<file path="config.mk">
export PLATFORM = sky130hd
export DESIGN_NAME = sd_clock_gen
export DESIGN_NICKNAME = d
export VERILOG_FILES = /design/src/rtl/sdclk_pkg.sv /design/src/rtl/sdclk_ctrl_fsm.sv /design/src/rtl/sdclk_divider.sv /design/src/rtl/sdclk_out_gate.sv /design/src/rtl/sd_clock_gen.sv
export SDC_FILE = /design/constraint.sdc
export NUM_CORES = 1
export LEC_CHECK = 0
export BUFFER_PORTS_ARGS = -buffer_cell sky130_fd_sc_hd__buf_2
export CAP_MARGIN = 30
export CORE_ASPECT_RATIO = 0.8
export CORE_UTILIZATION = 33
export DETAILED_ROUTE_END_ITERATION = 8
export PLACE_DENSITY = 0.56
export RECOVER_POWER = 25
export SLEW_MARGIN = 10
export SYNTH_ARGS = -nofsm -noshare
export SYNTH_HDL_FRONTEND = slang
export SYNTH_SLANG_ARGS = --single-unit
</file>
<file path="constraint.sdc">
create_clock -name clk -period 2.1 [get_ports clk]
set_input_delay 0.42 -clock clk [delete_from_list [all_inputs] [get_ports clk]]
set_output_delay 0.42 -clock clk [all_outputs]
set_load 0.01 [all_outputs]
</file>
<file path="src/rtl/sdclk_pkg.sv">
`timescale 1ns/1ps
package sdclk_pkg;
    typedef enum logic [1:0] {
        ST_OFF    = 2'd0,
        ST_SETTLE = 2'd1,
        ST_READY  = 2'd2,
        ST_RUN    = 2'd3
    } clk_state_e;
endpackage

</file>
<file path="src/rtl/sdclk_ctrl_fsm.sv">
`timescale 1ns/1ps
module sdclk_ctrl_fsm
    import sdclk_pkg::*;
#(
    parameter int SETTLE_CYCLES = 16
) (
    input  logic clk,
    input  logic rst_n,
    input  logic wr_en,
    input  logic wr_int_en,
    input  logic wr_out_en,
    input  logic div_change,
    input  logic out_en_q,
    output logic settled,
    output logic gate_req,
    output logic running
);
    localparam int CNT_W = $clog2(SETTLE_CYCLES + 1);
    localparam logic [CNT_W-1:0] CNT_LAST = CNT_W'(SETTLE_CYCLES - 1);

    clk_state_e       state_q, state_d;
    logic [CNT_W-1:0] cnt_q, cnt_d;

    // state register
    always_ff @(posedge clk or negedge rst_n) begin
        if (!rst_n) begin
            state_q <= ST_OFF;
            cnt_q   <= '0;
        end else begin
            state_q <= state_d;
            cnt_q   <= cnt_d;
        end
    end

    // next state
    always_comb begin
        state_d = state_q;
        cnt_d   = cnt_q;
        unique case (state_q)
            ST_OFF: begin
                if (wr_en && wr_int_en) begin
                    state_d = ST_SETTLE;
                    cnt_d   = '0;
                end
            end
            ST_SETTLE: begin
                if (wr_en && !wr_int_en) begin
                    state_d = ST_OFF;
                end else if (wr_en && div_change) begin
                    cnt_d = '0;
                end else if (cnt_q == CNT_LAST) begin
                    state_d = ST_READY;
                end else begin
                    cnt_d = cnt_q + 1'b1;
                end
            end
            ST_READY: begin
                if (wr_en) begin
                    if (!wr_int_en) begin
                        state_d = ST_OFF;
                    end else if (div_change) begin
                        state_d = ST_SETTLE;
                        cnt_d   = '0;
                    end else if (wr_out_en) begin
                        state_d = ST_RUN;
                    end
                end else if (out_en_q) begin
                    state_d = ST_RUN;
                end
            end
            ST_RUN: begin
                if (wr_en) begin
                    if (!wr_int_en) begin
                        state_d = ST_OFF;
                    end else if (div_change) begin
                        state_d = ST_SETTLE;
                        cnt_d   = '0;
                    end else if (!wr_out_en) begin
                        state_d = ST_READY;
                    end
                end
            end
            default: state_d = ST_OFF;
        endcase
    end

    // outputs
    always_comb begin
        settled  = (state_q == ST_READY) || (state_q == ST_RUN);
        gate_req = (state_q == ST_RUN);
        running  = (state_q != ST_OFF);
    end
endmodule

</file>
<file path="src/rtl/sdclk_divider.sv">
`timescale 1ns/1ps
module sdclk_divider #(
    parameter int DIV_W = 8
) (
    input  logic             clk,
    input  logic             rst_n,
    input  logic             run,
    input  logic [DIV_W-1:0] div,
    output logic             div_clk
);
    logic [DIV_W-1:0] cnt_q;
    logic             div_clk_q;
    logic [DIV_W-1:0] half_last;

    // a zero field runs the divider at its fastest rate so a pending high phase still ends cleanly
    assign half_last = (div == '0) ? '0 : div - 1'b1;

    always_ff @(posedge clk or negedge rst_n) begin
        if (!rst_n) begin
            cnt_q     <= '0;
            div_clk_q <= 1'b0;
        end else if (run || div_clk_q) begin
            if (cnt_q >= half_last) begin
                cnt_q     <= '0;
                div_clk_q <= ~div_clk_q;
            end else begin
                cnt_q <= cnt_q + 1'b1;
            end
        end else begin
            cnt_q <= '0;
        end
    end

    assign div_clk = div_clk_q;
endmodule

</file>
<file path="src/rtl/sdclk_out_gate.sv">
`timescale 1ns/1ps
module sdclk_out_gate (
    input  logic clk,
    input  logic rst_n,
    input  logic gate_req,
    input  logic want_base,
    input  logic div_clk,
    output logic gate_on,
    output logic sd_clk_out
);
    logic gate_q;
    logic base_sel_q;
    logic src_low;

    // on the falling base edge the raw base source is low by definition
    assign src_low = base_sel_q | ~div_clk;

    always_ff @(negedge clk or negedge rst_n) begin
        if (!rst_n) begin
            gate_q     <= 1'b0;
            base_sel_q <= 1'b0;
        end else begin
            if (!gate_q) begin
                base_sel_q <= want_base;
            end
            if (src_low) begin
                gate_q <= gate_req & (base_sel_q == want_base);
            end
        end
    end

    assign gate_on    = gate_q;
    assign sd_clk_out = gate_q & (base_sel_q ? clk : div_clk);
endmodule

</file>
<file path="src/rtl/sd_clock_gen.sv">
`timescale 1ns/1ps
module sd_clock_gen #(
    parameter int DIV_W         = 8,
    parameter int SETTLE_CYCLES = 16,
    parameter int REG_W         = DIV_W + 8
) (
    input  logic             clk,
    input  logic             rst_n,
    input  logic             wr_en,
    input  logic [REG_W-1:0] wr_data,
    output logic [REG_W-1:0] rd_data,
    output logic             sd_clk_out
);
    localparam int BIT_INT = 0;
    localparam int BIT_OUT = 2;
    localparam int DIV_LSB = 8;

    logic             int_en_q;
    logic             out_en_q;
    logic [DIV_W-1:0] div_q;
    logic [DIV_W-1:0] wr_div;
    logic             div_change;
    logic             settled;
    logic             gate_req;
    logic             running;
    logic             div_clk;
    logic             gate_on;

    assign wr_div     = wr_data[DIV_LSB +: DIV_W];
    assign div_change = (wr_div != div_q);

    always_ff @(posedge clk or negedge rst_n) begin
        if (!rst_n) begin
            int_en_q <= 1'b0;
            out_en_q <= 1'b0;
            div_q    <= '0;
        end else if (wr_en) begin
            int_en_q <= wr_data[BIT_INT];
            out_en_q <= wr_data[BIT_OUT];
            div_q    <= wr_div;
        end
    end

    sdclk_ctrl_fsm #(.SETTLE_CYCLES(SETTLE_CYCLES)) u_fsm (
        .clk        (clk),
        .rst_n      (rst_n),
        .wr_en      (wr_en),
        .wr_int_en  (wr_data[BIT_INT]),
        .wr_out_en  (wr_data[BIT_OUT]),
        .div_change (div_change),
        .out_en_q   (out_en_q),
        .settled    (settled),
        .gate_req   (gate_req),
        .running    (running)
    );

    sdclk_divider #(.DIV_W(DIV_W)) u_div (
        .clk     (clk),
        .rst_n   (rst_n),
        .run     (running),
        .div     (div_q),
        .div_clk (div_clk)
    );

    sdclk_out_gate u_gate (
        .clk        (clk),
        .rst_n      (rst_n),
        .gate_req   (gate_req),
        .want_base  (div_q == '0),
        .div_clk    (div_clk),
        .gate_on    (gate_on),
        .sd_clk_out (sd_clk_out)
    );

    assign rd_data = {div_q, 5'b0, out_en_q, settled, int_en_q};
endmodule

</file>
Word level (Yosys, flattened, before mapping):

Index checks and enable logic that the tools add are counted.

* bits in registers: 28
* bits in latches: 0
* bits in writable memories: 0
* bits in read-only memories: 0
* input bits: 19
* output and inout port bits: 17
* logic and storage cells: 74
* memories: 0

* add/sub/neg operators: 3
* multipliers: 0
* div/mod/pow operators: 0
* $lt $le $gt $ge: 1
* eq/ne operators: 18
* shift operators: 0
* mux-type cells: 26
* bitwise gates (word level): 4
* reductions and logical operators: 13

Operators with widths (count)
* 2-to-1 mux 5 bit: 7
* 2-to-1 mux 2 bit: 13
* 2-to-1 mux 8 bit: 3
* one-hot mux 5 bit (3 select lines): 1
* adder 8 x 1 -> 8 bit (second input constant): 1
* >= comparator 8 bit: 1
* logical NOT 8 bit: 1
* != test 2 x 1 -> 1 bit (second input constant): 4
* != test 8 bit: 1
* one-hot mux 2 bit (4 select lines): 1
* subtractor 8 x 1 -> 8 bit (second input constant): 1
* AND reduction 7 bit: 1
* != test 3 x 2 -> 1 bit (second input constant): 2
* AND reduction 6 bit: 1
* adder 5 x 1 -> 5 bit (second input constant): 1
* == test 5 x 4 -> 1 bit (second input constant): 1
* != test 5 x 4 -> 1 bit (second input constant): 1
* == test 2 bit (second input constant): 2
* != test 2 bit (second input constant): 2
* != test 4 bit (second input constant): 1
* logical AND 1 bit: 3
* != test 3 x 1 -> 1 bit (second input constant): 1
* != test 3 bit (second input constant): 1
* AND 1 bit: 2
* 11 further kinds: 12

Depth between registers and ports, before layout:

Gate-level depths: netlist (run 1).

* word-level depth: 5
* mapped depth: 10
* depth with buffers taken out: 10

Cells and area by module:

From an unflattened synthesis (run 1), not the netlist that was laid out.

* cell total of the unflattened synthesis: 183
* area, all modules: 1854.3 sq um

Modules (own cells, without submodules)
* sdclk_divider: times used 1, cells each 80, area each 755.7 sq um
* sd_clock_gen: times used 1, cells each 44, area each 536.8 sq um
* sdclk_ctrl_fsm: times used 1, cells each 50, area each 459.2 sq um
* sdclk_out_gate: times used 1, cells each 9, area each 102.6 sq um

==> flow_metrics.tcl, run 1 <==
set metrics [dict create \
    status "complete, but fails checks" \
    violations "setup timing" \
    routabilityCongestion 0.757 \
    drc 0 \
    hpwl_mm 3.09 \
    path_max_fanout 3 \
    drv_slew 0 \
    n_antenna_cell 0 \
    worstPathArrival_ns 2.27 \
    die-area_um2 5980 \
    initial_core_util_pct 34.2 \
    slowest_delay_ns 0.45 \
    synth_cell_types 45 \
    tritoncts "done" \
    crit_family "flip-flops" \
    cap_violations 0 \
    crit_buf_inv 1 \
    r2r_cells 6 \
    synth_flop_cell "dfrtp_1" \
    grt_pass1_wl_mm 7.15 \
    track_usage_pct 15.7 \
    grtUsageMet3_pct 4.40 \
    endpoint_kind "primary output" \
    drtPass1Iterations 4 \
    insertion_delay_ns 0.41 \
    fillers 527 \
    crit_slowest_cell "dfrtn_1" \
    clkTransAtPathRegs_ns 0.10 \
    ys_seq_elements 28 \
    nNetsFinal 275 \
    grt.met2_usage_pct 22.7 \
    die_w_um 86.2 \
    peakVddDrop_uv 401 \
    yosys.area.top_type_share_pct 34.8 \
    instances_no_fill 320 \
    synth.yosys.seq_area_share_pct 37.4 \
    wire_per_inst_um 13.5 \
    synth.area.top_cells "dfrtp_1 (35%), ha_1 (8.7%), xor2_1 (5.6%)" \
    gr-total-overflow 0 \
    drtIter0Drc 69 \
    worst_slack_ns -0.592 \
    yosys_warnings 0 \
    place_inst 304 \
    fp.coreArea_um2 5470 \
    area_delta_synth_final_pct 36.6 \
    antenna_found_initial 0 \
    top_usage_layer "met1" \
    synth_edf_count 0 \
    tightest_slew_ns 0.878 \
    synth_area_um2 1870 \
    p_leak_nw 1.19 \
    vias_per_cell 4.74 \
    dieHeight_um 69.4 \
    finalSetupViolations 13 \
    grt_pass1_vias 1482 \
    critPathKind "flop to primary output" \
    hold_path_class "primary input to async pin" \
    drive_gt1_share_pct 45.9 \
    power.density_nw_per_um2 729 \
    ios 36 \
    slew_headroom_pct 41.5 \
    finalClockSkew_ns 0.0283 \
    syn_area_per_cell_um2 10.1 \
    num_vias 1516 \
    rsz0062_at_grt "yes" \
    dp_slack_ns -0.581 \
    synth_largest_area_cell "dfrtp_1" \
    cp-start-kind "flop" \
    synth_cells 186 \
    path_cells "nor2b_2 -> a21oi_1 -> nor2b_1 -> buf_2" \
    wirelength_mm 4.33 \
    final_core_util_pct 46.8 \
    grt_use_met1_pct 22.7 \
    antenna_left 0 \
    synthArstFlopShare_pct 100 \
    path_depth 4 \
    port_buffers 24 \
    worstPathRequired_ns 1.68 \
    row_count 24 \
    finalHoldViolCount 0 \
    grt_max_degree 18 \
]
## state kept, by name, summed over array words and instances, names as in the netlist, 2 cells and up
name and cells:
div_q 8, u_div.cnt_q 8, u_fsm.cnt_q 5, u_fsm.state_q 2
## metrics by stage
stage          setup TNS [ns]  area (um^2)  power [mW]  hold slack, ns
6_report                -3.00         2560        1.86           0.236
5_1_grt                 -4.77         2560        1.98           0.274
4_1_cts                 -3.09         2450        1.81          0.0198
3_5_place_dp            -3.52         2230        1.20           0.438
3_3_place_gp            -2.98         2230        1.19           0.433
2_1_floorplan           -1.87         1910        1.02           0.124
## layout by cell type, fill, tap and decap left out, types with 5 or more instances in the layout
cell type / netlist / layout
buf_2: 1 / 23
buf_4: 8 / 30
clkbuf_8: 0 / 7
conb_1: 1 / 5
dfrtp_1: 26 / 25
ha_1: 13 / 8
inv_1: 7 / 5
mux2_2: 9 / 8
nand2_1: 13 / 10
nor2_1: 18 / 13
xor2_1: 12 / 11
## path summary, 6_finish.rpt
kind,slack (ns),start,to
worst max-delay path,-0.59,u_gate.base_sel_q,sd_clk_out
min in group clk,0.27,wr_data[9],div_q[1]
worst min register to register,0.50,u_div.cnt_q[0],u_div.cnt_q[0]
max in group asynchronous,1.14,rst_n,u_gate.gate_on
worst max register to register,-0.52,div_q[0],u_gate.gate_on
worst min-delay path,0.24,rst_n,u_fsm.state_q[1]
## power breakdown
part           switching (mW)  total, mW  internal, mW
combinational           0.342      0.689         0.347
sequential             0.0725      0.680         0.608
clock                   0.205      0.496         0.291
## cell families (layout without fill, tap and decap cells)
family / after synthesis / count (layout) / share of synthesized area (%)
multiplexers: 15 / 15 / 8.89
adder cells (fa/ha/maj): 13 / 13 / 8.69
other: 1 / 5 / 0.200
buffers and inverters: 22 / 74 / 6.48
flip-flops: 28 / 28 / 37.4
AO/OA/AOI/OAI: 30 / 30 / 12.3
XOR/XNOR: 16 / 16 / 7.49
AND/OR/NAND/NOR: 61 / 61 / 18.5
## cells in the mapped netlist, drive strengths merged, types with 2 or more instances
master / count
o211ai: 2
nor3b: 2
mux2: 13
buf: 10
nand3: 3
nand2b: 2
dfrtp: 26
o21ai: 4
a21o: 2
o2111ai: 2
nor4b: 2
a31oi: 3
a211o: 3
nor2b: 4
mux2i: 2
nor3: 6
a21oi: 7
dfrtn: 2
nor4: 3
nor2: 18
ha: 13
clkbuf: 4
and3: 4
nand2: 14
a211oi: 2
xor2: 12
xnor2: 4
inv: 7
## routing by layer
| layer | wire [um] | up-vias |
|---|---|---|
| met1 | 2250 | 717 |
| li1 | - | 757 |
| met4 | 39 | 0 |
| met5 | 0 | - |
| met2 | 1890 | 37 |
| met3 | 150 | 5 |
## layout make-up
| type | instances | area, um^2 | share of cell area (%) |
|---|---|---|---|
| Sequential cell | 28 | 702 | 27.4 |
| Clock buffer | 8 | 101 | 3.96 |
| Timing Repair Buffer | 58 | 380 | 14.9 |
| Tap cell | 78 | 97.6 | 3.82 |
| Multi-Input combinational cell | 140 | 1250 | 48.7 |
| Inverter | 8 | 30.0 | 1.17 |
## repair_timing
action	CTS	global route
gates cloned	0	0
hold endpoints to repair	0	0
setup buffers	4	8
resized for setup	20	18
setup endpoints to repair	13	18
hold buffers	0	0
pin swaps	11	19
Note: power is estimated with default switching activity, not from simulation.
==> run 2: changes to the inputs <==
Settings changed: REMOVE_ABC_BUFFERS set to 1.
==> run 2 against run 1 <==
Net effect:
- the flow still finishes with violations (setup timing)
- final area down 2.5%
- non-clock buffer count down 4
- critical path depth unchanged
- highest routed layer unchanged
==> flow_metrics.tcl, run 2 (synthesis gave the netlist of run 1 again) <==
set metrics [dict create \
    num_vias 1524 \
    drtPass1Iterations 5 \
    drv_slew 0 \
    final.setup.tns_ns -3.18 \
    dieHeight_um 69.4 \
    mostFrequentLayoutCells "buf_4 (27), dfrtp_1 (26), buf_2 (22), nor2_1 (13), xor2_1 (12)" \
    antenna_found_initial 0 \
    crit_buf_inv 1 \
    worstPathRequired_ns 1.68 \
    nNetsFinal 271 \
    power.total_mw 1.86 \
    crit_family "flip-flops" \
    violations "setup timing" \
    worst_slack_ns -0.630 \
    cap_violations 0 \
    power.density_nw_per_um2 747 \
    worstPathArrival_ns 2.31 \
    intPower_mw 1.25 \
    fin_area_um2 2490 \
    hpwl_mm 3.08 \
    wirelength_mm 4.38 \
    track_usage_pct 15.2 \
    tightest_slew_ns 0.838 \
    final_common_cell "buf_4" \
    crit_slowest_cell "dfrtn_1" \
    grt_pass1_wl_mm 7.04 \
    instances_no_fill 316 \
    n_antenna_cell 0 \
    clock_power_share_pct 26.8 \
    critPathKind "flop to primary output" \
    clkTransAtPathRegs_ns 0.10 \
    finalSetupViolations 13 \
    rsz0062_at_grt "yes" \
    initial_core_util_pct 34.2 \
    reg_top3 "div_q: 8 flops, u_div.cnt_q: 8 flops, u_fsm.cnt_q: 5 flops" \
    antenna_left 0 \
    drc 0 \
    peakVddDrop_uv 293 \
    path_max_fanout 3 \
    cp-start-kind "flop" \
    vias_per_cell 4.82 \
    pwr-share-comb_pct 37.0 \
    finalClockSkew_ns 0.0225 \
    wire_per_inst_um 13.8 \
    drive_gt1_share_pct 42.9 \
    detailed_place.area_um2 2200 \
    gr-total-overflow 0 \
    finalHoldViolCount 0 \
    grt_pass1_vias 1460 \
    ios 36 \
    status "complete, but fails checks" \
    final_core_util_pct 45.6 \
    area_delta_synth_final_pct 33.2 \
    drtIter0Drc 87 \
    routabilityCongestion 0.782 \
    die-area_um2 5980 \
    dp_slack_ns -0.692 \
    fp.coreArea_um2 5470 \
    reg2reg_slack_ns -0.57 \
    row_count 24 \
    path_cells "nor2b_2 -> a21oi_2 -> nor2b_1 -> buf_2" \
    slew_headroom_pct 44.2 \
    hold_path_class "primary input to flop" \
    port_buffers 24 \
    seqPwrFrac_pct 36.2 \
    place_inst 303 \
    p_leak_nw 1.18 \
    slowest_delay_ns 0.39 \
    endpoint_kind "primary output" \
    die_w_um 86.2 \
    swShare_pct 32.8 \
    tritoncts "done" \
    whs_ns 0.261 \
    grt_max_degree 21 \
    insertion_delay_ns 0.40 \
    power_switching_uw 610 \
]
run 2: worst min-delay path: cells and delay by family:
family,cells,cell delay [ns]
AND/OR/NAND/NOR,1,0.05
buffers and inverters,1,0.09
AO/OA/AOI/OAI,1,0.05
run 2: power by group through the flow:
| stage | Clock [mW] | Sequential, mW | Combinational, mW |
|---|---|---|---|
| floorplan | 0.00348 | 0.693 | 0.290 |
| CTS | 0.513 | 0.674 | 0.618 |
| global placement | 0.00349 | 0.675 | 0.503 |
| detailed placement | 0.00349 | 0.677 | 0.511 |
| global route | 0.536 | 0.683 | 0.761 |
| finish | 0.499 | 0.673 | 0.689 |
run 2: worst paths after layout:
kind,startpoint,endpoint,cells past startpoint
min in group asynchronous,rst_n,u_div.cnt_q[3],2
setup / recovery,u_gate.base_sel_q,sd_clk_out,4
hold reg to reg,u_div.cnt_q[0],u_div.cnt_q[0],1
setup reg to reg,div_q[0],u_gate.gate_on,6
max in group asynchronous,rst_n,u_gate.base_sel_q,2
hold / removal,wr_data[8],div_q[0],3
run 2: final cells by class:
type                    instances  area (um^2)
clock buffers                   8          101
fillers                       548         2970
inverters                       8         30.0
multi-input cells             140         1210
flip-flops and latches         28          701
well taps                      78         97.6
repair buffers                 54          352
run 2: layer usage:
layer,routed length [um],track usage (%),vias up,part of all wire [%]
li1,-,-,748,-
met4,29,4.63,0,0.66
met1,2220,21.9,736,51
met5,0,0,-,0
met3,144,4.05,3,3.3
met2,1990,22.2,37,45
run 2: what timing repair did:
action                     4_1_cts  5_1_grt
setup endpoints to repair       13       17
buffers inserted                 4        2
pin swaps                       13       10
hold endpoints to repair         6        0
hold buffers                     1        0
resized for setup               22       16
==> run 3: changes to the inputs <==
Settings changed: SYNTH_HIERARCHICAL set to 1.
==> run 3 against run 2 <==
Net effect:
- synthesized area shrank 0.94%
- non-clock buffer count is 7 higher
- register-to-register slack hardly changed
- via count rose by 0.52%
- worst hold slack gained 0.0057 ns
- the flow still finishes with violations (setup timing)
- critical path type unchanged
- total power shrank 2.0%
- count of clock-buffer cells in the layout stayed put
- global-route usage increased by 1.1 points
==> flow_metrics.tcl, run 3 <==
set metrics [dict create \
    status "complete, but fails checks" \
    violations "setup timing" \
    syn_area_per_cell_um2 10.1 \
    worstPathRequired_ns 1.68 \
    critPathKind "flop to primary output" \
    synth_most_common_cell "dfrtp_1" \
    drv_slew 0 \
    vias_per_cell 4.74 \
    antenna_left 0 \
    yosys_warnings 6 \
    yosys.area.top_type_share_pct 35.1 \
    row_count 24 \
    clkTransAtPathRegs_ns 0.10 \
    drc 0 \
    reg_top3 "div_q: 8 flops, u_div/cnt_q: 8 flops, u_fsm/cnt_q: 5 flops" \
    endpoint_kind "primary output" \
    path_max_fanout 2 \
    wire_per_inst_um 13.0 \
    synth_area_um2 1850 \
    power.density_nw_per_um2 724 \
    drtPass1Iterations 6 \
    dp_slack_ns -0.584 \
    synth_cells 183 \
    ios 36 \
    reg2reg_slack_ns -0.56 \
    nNetsFinal 277 \
    die-area_um2 5920 \
    worst_slack_ns -0.578 \
    synth_edf_count 0 \
    critPathCapture "sd_clk_out" \
    r2r-end "u_div/div_clk" \
    tritoncts "done" \
    grt_max_degree 26 \
    area_delta_synth_final_pct 35.8 \
    hpwl_mm 3.02 \
    rsz0062_at_grt "yes" \
    slew_headroom_pct 56.0 \
    cap_violations 0 \
    insertion_delay_ns 0.40 \
    fin_area_um2 2520 \
    detailed_place.area_um2 2240 \
    wirelength_mm 4.20 \
    gr-total-overflow 0 \
    synth.yosys.seq_area_share_pct 37.8 \
    n_antenna_cell 0 \
    p_leak_nw 1.16 \
    initial_core_util_pct 34.1 \
    synthArstFlopShare_pct 100 \
    synth.area.top_cells "dfrtp_1 (35%), ha_1 (8.1%), xor2_1 (7.1%)" \
    finalHoldViolCount 0 \
    final_core_util_pct 46.3 \
    num_vias 1532 \
    fillers 512 \
    port_buffers 24 \
    dieHeight_um 69.0 \
    peakVddDrop_uv 272 \
    routabilityCongestion 0.791 \
    final_common_cell "buf_4" \
    grt_pass1_wl_mm 7.24 \
    tightest_slew_ns 0.659 \
    finalClockSkew_ns 0.0229 \
    mostFrequentLayoutCells "buf_4 (31), dfrtp_1 (25), buf_2 (22), xor2_1 (15), nand3_1 (10)" \
    ys_top_cells_by_count "dfrtp_1 (26), nor2_1 (15), xor2_1 (15), ha_1 (12), nand3_1 (10)" \
    grt_pass1_vias 1473 \
    die_w_um 85.8 \
    track_usage_pct 16.3 \
    reg2reg_from "div_q[0]" \
    cp-start-kind "flop" \
    drive_gt1_share_pct 43.7 \
    fp.coreArea_um2 5440 \
    antenna_found_initial 0 \
    drtIter0Drc 72 \
    synth_cell_types 51 \
    synth_flop_cell "dfrtp_1" \
    synth_largest_area_cell "dfrtp_1" \
    finalSetupViolations 14 \
    ys_seq_elements 28 \
    worstPathArrival_ns 2.26 \
    hold_path_class "primary input to flop" \
    r2r_cells 11 \
    crit_start "u_gate/base_sel_q" \
]
-- run 3: cell count changes after synthesis, moves of 3 or more --
cell / delta
nand3_1: +7
clkbuf_1: -4
nand2_1: -4
nor3_1: -4
a211o_1: -3
nor2_1: -3
xor2_1: +3
-- run 3: where the power goes --
group | switching [mW] | internal, mW
Clock | 0.204 | 0.261
Combinational | 0.323 | 0.352
Sequential | 0.0837 | 0.600
-- run 3: how the worst min path moves through the flow --
stage | from | to | slack, ns | cells after the start
final | wr_data[2] | out_en_q | 0.27 | 2
after global routing | wr_data[2] | out_en_q | 0.24 | 2
after CTS | wr_data[2] | out_en_q | 0.26 | 2
after detailed placement | rst_n | u_div/div_clk | 0.22 | 1
after global placement | rst_n | u_div/div_clk | 0.23 | 1
after floorplan | rst_n | div_q[0] | 0.12 | 0
-- run 3: worst max-delay path, cell delays in order (launching register included) --
cell	delay, ns
dfrtn_1	0.43
mux2i_1	0.19
nor2b_1	0.06
buf_2	0.13
-- run 3: cells by family (layout without fill, tap and decap cells) --
logic type / count (synthesis) / in the layout / share of synthesized area [%]
AND/OR/NAND/NOR: 63 / 63 / 18.6
AO/OA/AOI/OAI: 27 / 27 / 11.7
adder cells (fa/ha/maj): 12 / 12 / 8.10
XOR/XNOR: 17 / 17 / 8.03
multiplexers: 15 / 15 / 9.38
buffers and inverters: 20 / 78 / 6.14
flip-flops: 28 / 28 / 37.8
other: 1 / 5 / 0.202
-- run 3: layer usage --
layer,vias up,GRT usage (%),part of all wire [%]
li1,762,-,-
met1,730,22.6,52
met2,35,22.8,43
met3,5,6.35,4.0
met4,0,6.48,0.81
met5,-,0,0
-- run 3: layout make-up --
type                            instances  area (um^2)  share of cell area (%)
Inverter                                9         33.8                    1.34
Tap cell                               78         97.6                    3.87
Timing Repair Buffer                   61          409                    16.2
Clock buffer                            8         91.3                    3.63
Sequential cell                        28          702                    27.9
Multi-Input combinational cell        139         1180                    47.0
-- run 3: repair_timing --
item                                   4_1_cts  5_1_grt
pin swaps                                   18        8
endpoints found under the hold margin        1        0
gates resized for setup                     20       17
hold buffers                                 1        0
setup buffers                                3        3
setup endpoints to repair                   14       16
-- run 3: through the flow --
stage / power [mW] / instances / hold slack [ns] / TNS (ns)
after floorplan: 1.03 / 176 / 0.124 / -6.08
after global placement: 1.23 / 309 / 0.226 / -5.40
after detailed placement: 1.24 / 309 / 0.225 / -6.07
after CTS: 1.78 / 320 / 0.257 / -5.27
after global routing: 1.96 / 323 / 0.244 / -7.43
final: 1.82 / 323 / 0.266 / -5.91
